`config.mk`:
```
export PLATFORM = sky130hd
export DESIGN_NAME = fsync_descrambler
export DESIGN_NICKNAME = d
export VERILOG_FILES = /design/src/rtl/fsd_pkg.sv /design/src/rtl/fsd_keygen.sv /design/src/rtl/fsd_seqreg.sv /design/src/rtl/fsd_ctrl.sv /design/src/rtl/fsync_descrambler.sv
export SDC_FILE = /design/constraint.sdc
export NUM_CORES = 1
export LEC_CHECK = 0
export ABC_AREA = 1
export BUFFER_PORTS_ARGS = -buffer_cell sky130_fd_sc_hd__buf_4
export CAP_MARGIN = 10
export CORE_ASPECT_RATIO = 1.1
export CORE_UTILIZATION = 47
export CTS_CLUSTER_DIAMETER = 50
export DETAILED_ROUTE_END_ITERATION = 7
export HOLD_SLACK_MARGIN = 0.08
export MAX_ROUTING_LAYER = met4
export PLACE_DENSITY = 0.74
export SLEW_MARGIN = 10
export SYNTH_ARGS = -nofsm -noshare
export SYNTH_HDL_FRONTEND = slang
export SYNTH_SLANG_ARGS = --single-unit
export TNS_END_PERCENT = 50
```
`constraint.sdc`:
```
create_clock -name clk -period 1.16 [get_ports clk]
set_input_delay 0.058 -clock clk [delete_from_list [all_inputs] [get_ports clk]]
set_output_delay 0.058 -clock clk [all_outputs]
set_load 0.02 [all_outputs]
```
`src/rtl/fsd_pkg.sv`:
```
package fsd_pkg;
    localparam int unsigned GEN_LEN = 7;
    localparam int unsigned TAP_HI  = GEN_LEN - 1;
    localparam int unsigned TAP_LO  = GEN_LEN - 2;

    typedef logic [GEN_LEN-1:0] gen_t;

    localparam gen_t GEN_SEED = '1;

    typedef enum logic {
        ST_IDLE,
        ST_RUN
    } fsd_state_e;
endpackage

```
`src/rtl/fsd_keygen.sv`:
```
module fsd_keygen
    import fsd_pkg::*;
#(
    parameter int unsigned BYTE_W = 8
) (
    input  gen_t              st_i,
    output logic [BYTE_W-1:0] ks_o,
    output gen_t              st_o
);
    gen_t chain [0:BYTE_W];

    assign chain[0] = st_i;

    for (genvar i = 0; i < BYTE_W; i++) begin : g_step
        assign ks_o[BYTE_W-1-i] = chain[i][TAP_HI];
        assign chain[i+1] = {chain[i][GEN_LEN-2:0], chain[i][TAP_HI] ^ chain[i][TAP_LO]};
    end

    assign st_o = chain[BYTE_W];
endmodule

```
`src/rtl/fsd_seqreg.sv`:
```
module fsd_seqreg
    import fsd_pkg::*;
#(
    parameter int unsigned BYTE_W = 8
) (
    input  logic              clk,
    input  logic              rst_n,
    input  logic              load_i,
    input  logic              adv_i,
    output logic [BYTE_W-1:0] ks_o
);
    gen_t cur_q;
    gen_t base;
    gen_t nxt;

    assign base = load_i ? GEN_SEED : cur_q;

    fsd_keygen #(.BYTE_W(BYTE_W)) u_kg (
        .st_i (base),
        .ks_o (ks_o),
        .st_o (nxt)
    );

    always_ff @(posedge clk or negedge rst_n) begin
        if (!rst_n) begin
            cur_q <= GEN_SEED;
        end else if (adv_i) begin
            cur_q <= nxt;
        end
    end

    AST_GEN_NONZERO: assert property (@(posedge clk) disable iff (!rst_n) cur_q != '0);
    AST_GEN_FROZEN: assert property (@(posedge clk) disable iff (!rst_n) !adv_i |=> $stable(cur_q));
endmodule

```
`src/rtl/fsd_ctrl.sv`:
```
module fsd_ctrl
    import fsd_pkg::*;
(
    input  logic clk,
    input  logic rst_n,
    input  logic valid_i,
    input  logic seed_i,
    input  logic skip_i,
    input  logic enable_i,
    output logic load_o,
    output logic adv_o,
    output logic apply_o
);
    fsd_state_e state_q;
    fsd_state_e state_d;
    logic       arm;

    assign arm = valid_i && seed_i;

    always_ff @(posedge clk or negedge rst_n) begin
        if (!rst_n) begin
            state_q <= ST_IDLE;
        end else begin
            state_q <= state_d;
        end
    end

    always_comb begin
        state_d = state_q;
        unique case (state_q)
            ST_IDLE: if (arm) state_d = ST_RUN;
            ST_RUN:  state_d = ST_RUN;
            default: state_d = ST_IDLE;
        endcase
    end

    always_comb begin
        load_o  = 1'b0;
        adv_o   = 1'b0;
        apply_o = 1'b0;
        unique case (state_q)
            ST_IDLE: begin
                load_o  = arm;
                adv_o   = arm;
                apply_o = arm && enable_i;
            end
            ST_RUN: begin
                load_o  = arm;
                adv_o   = arm || (valid_i && !skip_i);
                apply_o = (arm || (valid_i && !skip_i)) && enable_i;
            end
            default: begin
                load_o  = 1'b0;
                adv_o   = 1'b0;
                apply_o = 1'b0;
            end
        endcase
    end

    AST_STAY_IDLE: assert property (@(posedge clk) disable iff (!rst_n)
        (state_q == ST_IDLE && !arm) |=> state_q == ST_IDLE);
    AST_STAY_RUN: assert property (@(posedge clk) disable iff (!rst_n)
        (state_q == ST_RUN) |=> state_q == ST_RUN);
    AST_NO_ADV_IDLE: assert property (@(posedge clk) disable iff (!rst_n)
        (valid_i && skip_i && !seed_i) |-> !adv_o);
endmodule

```
`src/rtl/fsync_descrambler.sv`:
```
module fsync_descrambler
    import fsd_pkg::*;
#(
    parameter int unsigned BYTE_W = 8
) (
    input  logic              clk,
    input  logic              rst_n,
    input  logic              enable,
    input  logic              in_valid,
    input  logic [BYTE_W-1:0] in_data,
    input  logic              seed_strb,
    input  logic              skip_strb,
    output logic              out_valid,
    output logic [BYTE_W-1:0] out_data
);
    logic              load;
    logic              adv;
    logic              apply;
    logic [BYTE_W-1:0] ks;
    logic [BYTE_W-1:0] mask;

    fsd_ctrl u_ctrl (
        .clk      (clk),
        .rst_n    (rst_n),
        .valid_i  (in_valid),
        .seed_i   (seed_strb),
        .skip_i   (skip_strb),
        .enable_i (enable),
        .load_o   (load),
        .adv_o    (adv),
        .apply_o  (apply)
    );

    fsd_seqreg #(.BYTE_W(BYTE_W)) u_seq (
        .clk    (clk),
        .rst_n  (rst_n),
        .load_i (load),
        .adv_i  (adv),
        .ks_o   (ks)
    );

    assign mask = apply ? ks : '0;

    always_ff @(posedge clk or negedge rst_n) begin
        if (!rst_n) begin
            out_valid <= 1'b0;
            out_data  <= '0;
        end else begin
            out_valid <= in_valid;
            if (in_valid) begin
                out_data <= in_data ^ mask;
            end
        end
    end

    AST_SEED_PATTERN: assert property (@(posedge clk) disable iff (!rst_n)
        (in_valid && seed_strb && enable) |=> out_data == ($past(in_data) ^ BYTE_W'(8'hFE)));
    AST_SKIP_PASS: assert property (@(posedge clk) disable iff (!rst_n)
        (in_valid && skip_strb && !seed_strb) |=> out_data == $past(in_data));
    AST_BYPASS_PASS: assert property (@(posedge clk) disable iff (!rst_n)
        (in_valid && !enable) |=> out_data == $past(in_data));
    AST_HOLD_IDLE: assert property (@(posedge clk) disable iff (!rst_n)
        !in_valid |=> $stable(out_data));
    AST_VALID_FOLLOW: assert property (@(posedge clk) disable iff (!rst_n)
        $rose(in_valid) |=> $rose(out_valid));
endmodule

```
[Word level (Yosys, flattened, before mapping)]
Index checks and enable logic that the tools add are counted.
Word-level totals
  flip-flop bits (word level): 17
  bits of input ports: 14
  logic and storage cells: 26
  output and inout bits: 9
Operators by class
  mux-type cells: 6
  bitwise logic cells: 10
  reduce and logical (&&, ||, !) cells: 6
Operators with widths (number)
  two-way mux 8 bit: 1
  bitwise XOR 1 bit: 8
  bitwise XOR 8 bit: 1
  two-way mux 7 bit: 1
  one-hot mux 1 bit (2 select lines): 3
  logical AND 1 bit: 4
  logical NOT 1 bit: 1
  logical OR 1 bit: 1
  two-way mux 1 bit: 1
  NOT 1 bit: 1

[Depth between registers and ports, before layout]
Gate-level depths: netlist of the first run.
  depth after elaboration: 7
  gate-level depth with buffers: 8
  mapped depth without buffers: 7

[By module]
From an unflattened synthesis of the first run, not the netlist that was laid out.
Second synthesis, totals
  cell total of the unflattened synthesis: 148
  area total of the unflattened synthesis: 1073.5 um^2
Modules (own cells, without submodules)
  fsync_descrambler: seq. area each 225.2 um^2, area each 506.7 um^2, cells an instance 69, times used 1
  fsd_seqreg: seq. area each 183.9 um^2, area each 329.1 um^2, cells an instance 37, times used 1
  fsd_keygen: seq. area each 0.0 um^2, area each 175.2 um^2, cells an instance 33, times used 1
  fsd_ctrl: seq. area each 25.0 um^2, area each 62.6 um^2, cells an instance 9, times used 1

[Worst setup path after synthesis of the first run]
OpenSTA, ideal clock, no wires.
  kind: reg2reg
  start: register u_seq.cur_q[4]
  end: register u_seq.cur_q[0]
  library setup time: 60 ps
  data arrival time: 1016 ps
  path slack: 84 ps
  buffers on the path: 0
  data required time: 1100 ps
  clock period less this slack: 1076 ps
  stages on the path, launching flop included: 7
  cell sequence: dfstp_2 inv_1 o21ai_0 inv_1 nand2_1 nand3_1 nand2_1
On the way
  word-level cells in the longest chain between the ends: 3
RTL lines
  start: declaration: RTL line fsd_seqreg.sv:12  | gen_t cur_q;
  start signal: assignment: RTL line fsd_seqreg.sv:28  | cur_q <= nxt;
  two-way mux 7 bit: RTL line fsd_seqreg.sv:16  | assign base = load_i ? GEN_SEED : cur_q;
  bitwise XOR 1 bit (2 in a row): RTL line fsd_keygen.sv:16  | assign chain[i+1] = {chain[i][GEN_LEN-2:0], chain[i][TAP_HI] ^ chain[i][TAP_LO]};
Every way passes these cells.
A chain may end at the register's enable or synchronous reset.

[Final worst setup path of the first run]
  start: register u_seq.cur_q[5]
  end: register out_data[0]
On the way
  word-level cells in the longest chain between the ends: 4
RTL lines
  two-way mux 7 bit: RTL line fsd_seqreg.sv:16
  bitwise XOR 1 bit: RTL line fsd_keygen.sv:16
  two-way mux 8 bit: RTL line fsync_descrambler.sv:42  | assign mask = apply ? ks : '0;
  bitwise XOR 8 bit: RTL line fsync_descrambler.sv:51  | out_data <= in_data ^ mask;
  end signal: assignment: RTL line fsync_descrambler.sv:51
  end: declaration: RTL line fsync_descrambler.sv:14  | output logic [BYTE_W-1:0] out_data
Every way passes these cells.

==> results.cfg, run 1 <==
[run_status]
status = finished, final reports clean

[finish]
antenna_cells = 0
nFillCells = 178
syn_to_final_growth_pct = 35.5
drive_gt1_share_pct = 31.2
num-nets-final = 185
final_cells = 198

[synthesis]
ys_ff_latch = 17
synth_edf_count = 0
netlist_instances = 137
syn_nets = 151
yosysTopAreaCell = dfrtp_1
syn_area_um2 = 995
yosys-top-cells-count = nand2_1, nand3_1, inv_1
ys_seq_area_share_pct = 43.6
syn_avg_cell_area_um2 = 7.26
synth_cell_type_count = 16
synth_top_area_share_pct = 25.2
yosys_warnings = 0
synthArstFlopShare_pct = 100
synth_most_common_cell = nand2_1
netlist_top_cells_area = dfrtp_1, dfstp_2, nand2_1
synthFlopType = dfrtp_1

[clock_tree]
postCtsSetupRepairBufs = 0
root_buffer = clkbuf_4
clockBufferDepth = 2
cts.sinks = 17
cts_buffers = 3
cts_htree_levels = 1
worst_skew_pair.late_latency_ns = 0.30
cts_tree = yes
cts.clk_slew.worst_paths_ns = 0.11

[sta]
slew_headroom_pct = 80.2
fin_hold_ws_ns = 0.133
hold_violations = 0
finClkSkew_ns = 0.00938
setup_violations = 0
period_needed_ns = 1.13
drv_slew = 0
worst_slew_pin_slew_ns = 0.296
post-route-period-util_pct = 97.4
rsz0062_at_grt = yes
worst_slack_ns = 0.0301
fmax_mhz = 885

[pwr]
p_sw_share_pct = 40.3
p_int_mw = 1.35
vdd_ir_drop_max_mv = 1.17
p_per_area_nw_per_um2 = 1680
p_switching_mw = 0.915
power_frac_clock_pct = 14.5
p_seq_share_pct = 40.3
pwr-share-comb_pct = 45.2
leakagePower_nw = 0.700
power_mw = 2.27

[drt]
drc = 0
vias_per_cell = 4.98
drt_iter0_drc = 41
wl_per_cell_um = 11.5
dr.pass1.iters = 4
num_vias = 986
wl_mm = 2.27
postRouteAntennaNets = 0

[setup_path]
worstPathRequired_ns = 1.37
reg2reg_from = u_seq.cur_q[5]$_DFFE_PN1P_
r2r_setup_slack_ns = 0.03
r2r.worst_path.cells = 5
worstSetupPathType = flop to flop
arrival_ns = 1.34
critical_path.max_fanout = 5
cp-start-kind = flop
worstSetupEndpointType = flop
r2r_end = out_data[0]$_DFFE_PN0P_

[placement]
globalplace.congestion = 0.831
place_ws_ns = -0.0232
port_buffers = 22
hpwl_mm = 1.49
dpl.cell_count = 184

[grt]
antenna_found_initial = 0
grt_pass1_vias = 951
grt_pass1_wl_mm = 3.97
grt_max_degree = 30
overflow = 0
grt_util_all_layers_pct = 23.8

[floorplanning]
core_um2 = 2000
io_pins = 23
die_h_um = 50.3
num_rows = 17
dieArea_um2 = 2300
fp.dieW_um = 45.9
initial_utilization_pct = 49.7

[run]
maxCapViolCount = 0

[worst_hold_path]
hold_path_class = primary input to asynchronous set/reset pin
[power groups by stage]
| stage | combinational [mW] | sequential, mW | clock (mW) |
|---|---|---|---|
| global placement | 0.833 | 0.906 | 0 |
| floorplan | 0.563 | 0.952 | 0 |
| global route | 1.17 | 0.927 | 0.357 |
| detailed placement | 0.867 | 0.909 | 0 |
| finish | 1.02 | 0.915 | 0.328 |
| CTS | 0.908 | 0.902 | 0.340 |
[kinds of logic (layout without fill, tap and decap cells)]
group,count (synthesis),in the layout,share of synthesized area (%)
AND/OR/NAND/NOR,82,82,37.2
buffers and inverters,28,61,14.1
flip-flops,17,17,43.6
AO/OA/AOI/OAI,10,10,5.03
[layout by cell type (no fill, tap or decap), drive strengths merged]
cell | netlist | layout
o21ai | 10 | 10
nand2 | 43 | 43
clkinv | 0 | 1
dfrtp | 10 | 10
dfstp | 7 | 7
nand3 | 23 | 23
nor2 | 8 | 8
nand4 | 8 | 8
inv | 21 | 21
clkbuf | 1 | 3
dlygate4sd3 | 0 | 10
buf | 6 | 26
[metrics by stage]
step,instance area [um2],TNS (ns),utilization (%)
final,1350,0,67.4
after global routing,1350,-0.0768,67.4
after CTS,1310,0,65.3
after detailed placement,1180,-0.0232,58.8
after global placement,1180,0,58.8
after floorplan,995,0,-
[metal layers]
metal	GRT usage [%]	routed length, um	up-vias
li1	-	-	502
met4	7.35	34	0
met2	38.0	1110	21
met5	-	0	-
met3	3.24	76	5
met1	30.7	1050	458
[state kept, by name (all words and copies together), names as in the netlist]
signal and flops:
out_data 8, out_valid 1, u_ctrl.state_q 1, u_seq.cur_q 7
[layout make-up]
type / count / area [um2] / share of cell area [%]
timing repair buffer: 36 / 308 / 22.8
multi-input combinational: 92 / 464 / 34.4
tap: 28 / 35.0 / 2.60
clock inverter: 1 / 5.00 / 0.371
inverter: 21 / 78.8 / 5.85
clock buffer: 3 / 22.5 / 1.67
sequential: 17 / 434 / 32.2
[worst max-delay path, cell delays in order, from the launching register on]
cell,delay (ns)
dfstp_2,0.58
nand3_2,0.11
nand2_4,0.13
nand4_1,0.08
nand3_1,0.09
nand2_1,0.05
[how the worst max path moves through the flow]
stage	startpoint	to	slack (ns)	cells after the start
floorplan	u_seq.cur_q[4]$_DFFE_PN1P_	u_seq.cur_q[0]$_DFFE_PN1P_	0.08	6
global placement	u_seq.cur_q[4]$_DFFE_PN1P_	u_seq.cur_q[0]$_DFFE_PN1P_	0.01	6
detailed placement	u_seq.cur_q[4]$_DFFE_PN1P_	u_seq.cur_q[0]$_DFFE_PN1P_	-0.02	6
CTS	u_seq.cur_q[1]$_DFFE_PN1P_	u_seq.cur_q[3]$_DFFE_PN1P_	0.03	5
global route	u_seq.cur_q[6]$_DFFE_PN1P_	out_data[0]$_DFFE_PN0P_	-0.04	7
finish	u_seq.cur_q[5]$_DFFE_PN1P_	out_data[0]$_DFFE_PN0P_	0.03	5
[timing repair]
item                                    CTS  global route
hold endpoints to repair                 26             0
gates resized for setup                   2            18
gates cloned                              0             0
pin swaps                                 0             4
endpoints found under the setup margin    2             9
hold buffers                             10             0
Note: power is estimated with default switching activity, not from simulation.
==> run 2: changes to the inputs <==
Settings changed: CORE_UTILIZATION 47 to 55, PLACE_DENSITY 0.74 to 0.81.
Clock period 1.16 ns to 1.5 ns, I/O delays scaled along.
==> run 2 against run 1 <==
Clock skew down 0.0048 ns. Critical path type is now primary input to flop. Largest cell class is now sequential cells. Total power decreased by 29%. Non-clock buffer count down 10. Critical endpoint is now u_seq.cur_q[0]$_DFFE_PN1P_. Wire length is 7.6% lower.
==> results.cfg, run 2 (same netlist as run 1, synthesis figures left out) <==
[clock_tree]
root_buffer = clkbuf_4
clockBufferDepth = 2
cts_buffers = 3
cts_htree_levels = 1
cts_tree = yes
worst_skew_pair.late_latency_ns = 0.30
cts.clk_slew.worst_paths_ns = 0.10
cts.sinks = 17
postCtsSetupRepairBufs = 0

[setup_path]
r2r_setup_slack_ns = 0.26
worstPathRequired_ns = 1.74
r2r.worst_path.cells = 5
r2r_end = out_data[6]$_DFFE_PN0P_
worstSetupEndpointType = flop
arrival_ns = 1.62
cp-start-kind = primary input
critical_path.max_fanout = 11
worstSetupPathType = primary input to flop
reg2reg_from = u_ctrl.state_q$_DFF_PN0_

[floorplanning]
io_pins = 23
dieArea_um2 = 1980
die_h_um = 46.6
fp.dieW_um = 42.5
core_um2 = 1630
initial_utilization_pct = 60.9
num_rows = 15

[worst_hold_path]
hold_path_class = primary input to flop
hold_end = out_data[5]$_DFFE_PN0P_
hp-start = in_data[5]
holdPathStages = 5

[drt]
num_vias = 928
drc = 0
postRouteAntennaNets = 0
drt_iter0_drc = 13
wl_per_cell_um = 11.9
wl_mm = 2.10
vias_per_cell = 5.24
dr.pass1.iters = 4

[sta]
drv_slew = 0
tns_ns = 0
rsz0062_at_grt = no
worst_slew_pin_slew_ns = 0.438
period_needed_ns = 1.38
slew_headroom_pct = 70.7
fmax_mhz = 724
post-route-period-util_pct = 92.0
finClkSkew_ns = 0.00455
setup_violations = 0
hold_violations = 0

[placement]
globalplace.congestion = 0.858
port_buffers = 22
dpl.cell_count = 170
dpl_cell_area_um2 = 1130
hpwl_mm = 1.52

[run_status]
status = finished, final reports clean

[finish]
syn_to_final_growth_pct = 19.0
final_common_cell = nand2_1
num-nets-final = 175
post-route-cell-area_um2 = 1180
final_cell_mix = nand2_1, buf_4, nand3_1
regMostFlops = out_data
largest_reg_flops = 8
drive_gt1_share_pct = 22.5
reg.largest.list = out_data: 8 flops, u_seq.cur_q: 7 flops
final_cells = 177
antenna_cells = 0

[pwr]
leakagePower_nw = 0.643
p_per_area_nw_per_um2 = 1360
vdd_ir_drop_max_mv = 1.10

[grt]
grt_pass1_vias = 815
grt_util_all_layers_pct = 24.4
overflow = 0
antenna_found_initial = 0
grt_max_degree = 30
grt_pass1_wl_mm = 3.39

[run]
maxCapViolCount = 0
[run 2: cell types whose count changed in the layout (fill, tap and decap cells not counted), sizes merged]
cell	delta
buf	-3
clkbuf	+1
clkinv	-1
dlygate4sd3	-7
[run 2: layer usage]
layer | vias up | GRT usage [%] | wire [um] | part of all wire [%]
met1 | 412 | 28.3 | 934 | 45
li1 | 483 | - | - | -
met2 | 28 | 41.8 | 1030 | 49
met4 | 0 | 13.8 | 46 | 2.2
met3 | 5 | 2.75 | 86 | 4.1
met5 | - | - | 0 | 0
[run 2: area by class of cell]
class | instances | area (um2)
clock buffers | 4 | 26.3
fillers | 139 | 449
inverters | 21 | 78.8
multi-input cells | 92 | 420
flip-flops and latches | 17 | 434
well taps | 17 | 21.3
repair buffers | 26 | 203
[run 2: how the worst max path moves through the flow]
stage,end,start,cells past startpoint,slack (ns)
detailed placement,u_seq.cur_q[0]$_DFFE_PN1P_,in_valid,9,0.25
finish,u_seq.cur_q[0]$_DFFE_PN1P_,seed_strb,10,0.12
floorplan,u_seq.cur_q[0]$_DFFE_PN1P_,u_seq.cur_q[4]$_DFFE_PN1P_,6,0.42
global placement,out_data[6]$_DFFE_PN0P_,u_ctrl.state_q$_DFF_PN0_,5,0.30
global route,u_seq.cur_q[0]$_DFFE_PN1P_,seed_strb,10,0.005
CTS,u_seq.cur_q[0]$_DFFE_PN1P_,seed_strb,10,0.07
[run 2: worst max-delay path: stages]
cell and delay [ns]:
dlygate4sd3_1 0.54, buf_4 0.14, nand2_1 0.10, buf_4 0.18, nand2_1 0.11, o21ai_1 0.21, inv_1 0.06, nand2_1 0.05
nand3_1 0.06, nand2_1 0.09
[run 2: timing repair]
action	4_1_cts	5_1_grt
hold endpoints to repair	19	0
setup endpoints to repair	0	1
hold buffers	3	0
resized for setup	0	1
[run 2: stage by stage]
step	total power [mW]	util [%]	setup WS (ns)	hold WS [ns]
after floorplan	1.17	-	0.424	-0.221
after global placement	1.32	69.0	0.299	-0.0529
after detailed placement	1.35	69.0	0.249	-0.0492
after CTS	1.61	72.5	0.0707	0.0804
after global routing	1.74	72.5	0.00486	0.0918
final	1.61	72.5	0.119	0.0807
[run 2: report_power, final]
| group | switching (mW) | internal (mW) | total (mW) |
|---|---|---|---|
| Combinational | 0.426 | 0.229 | 0.656 |
| Sequential | 0.0594 | 0.643 | 0.703 |
| Clock | 0.151 | 0.104 | 0.254 |
| Total | 0.636 | 0.976 | 1.61 |
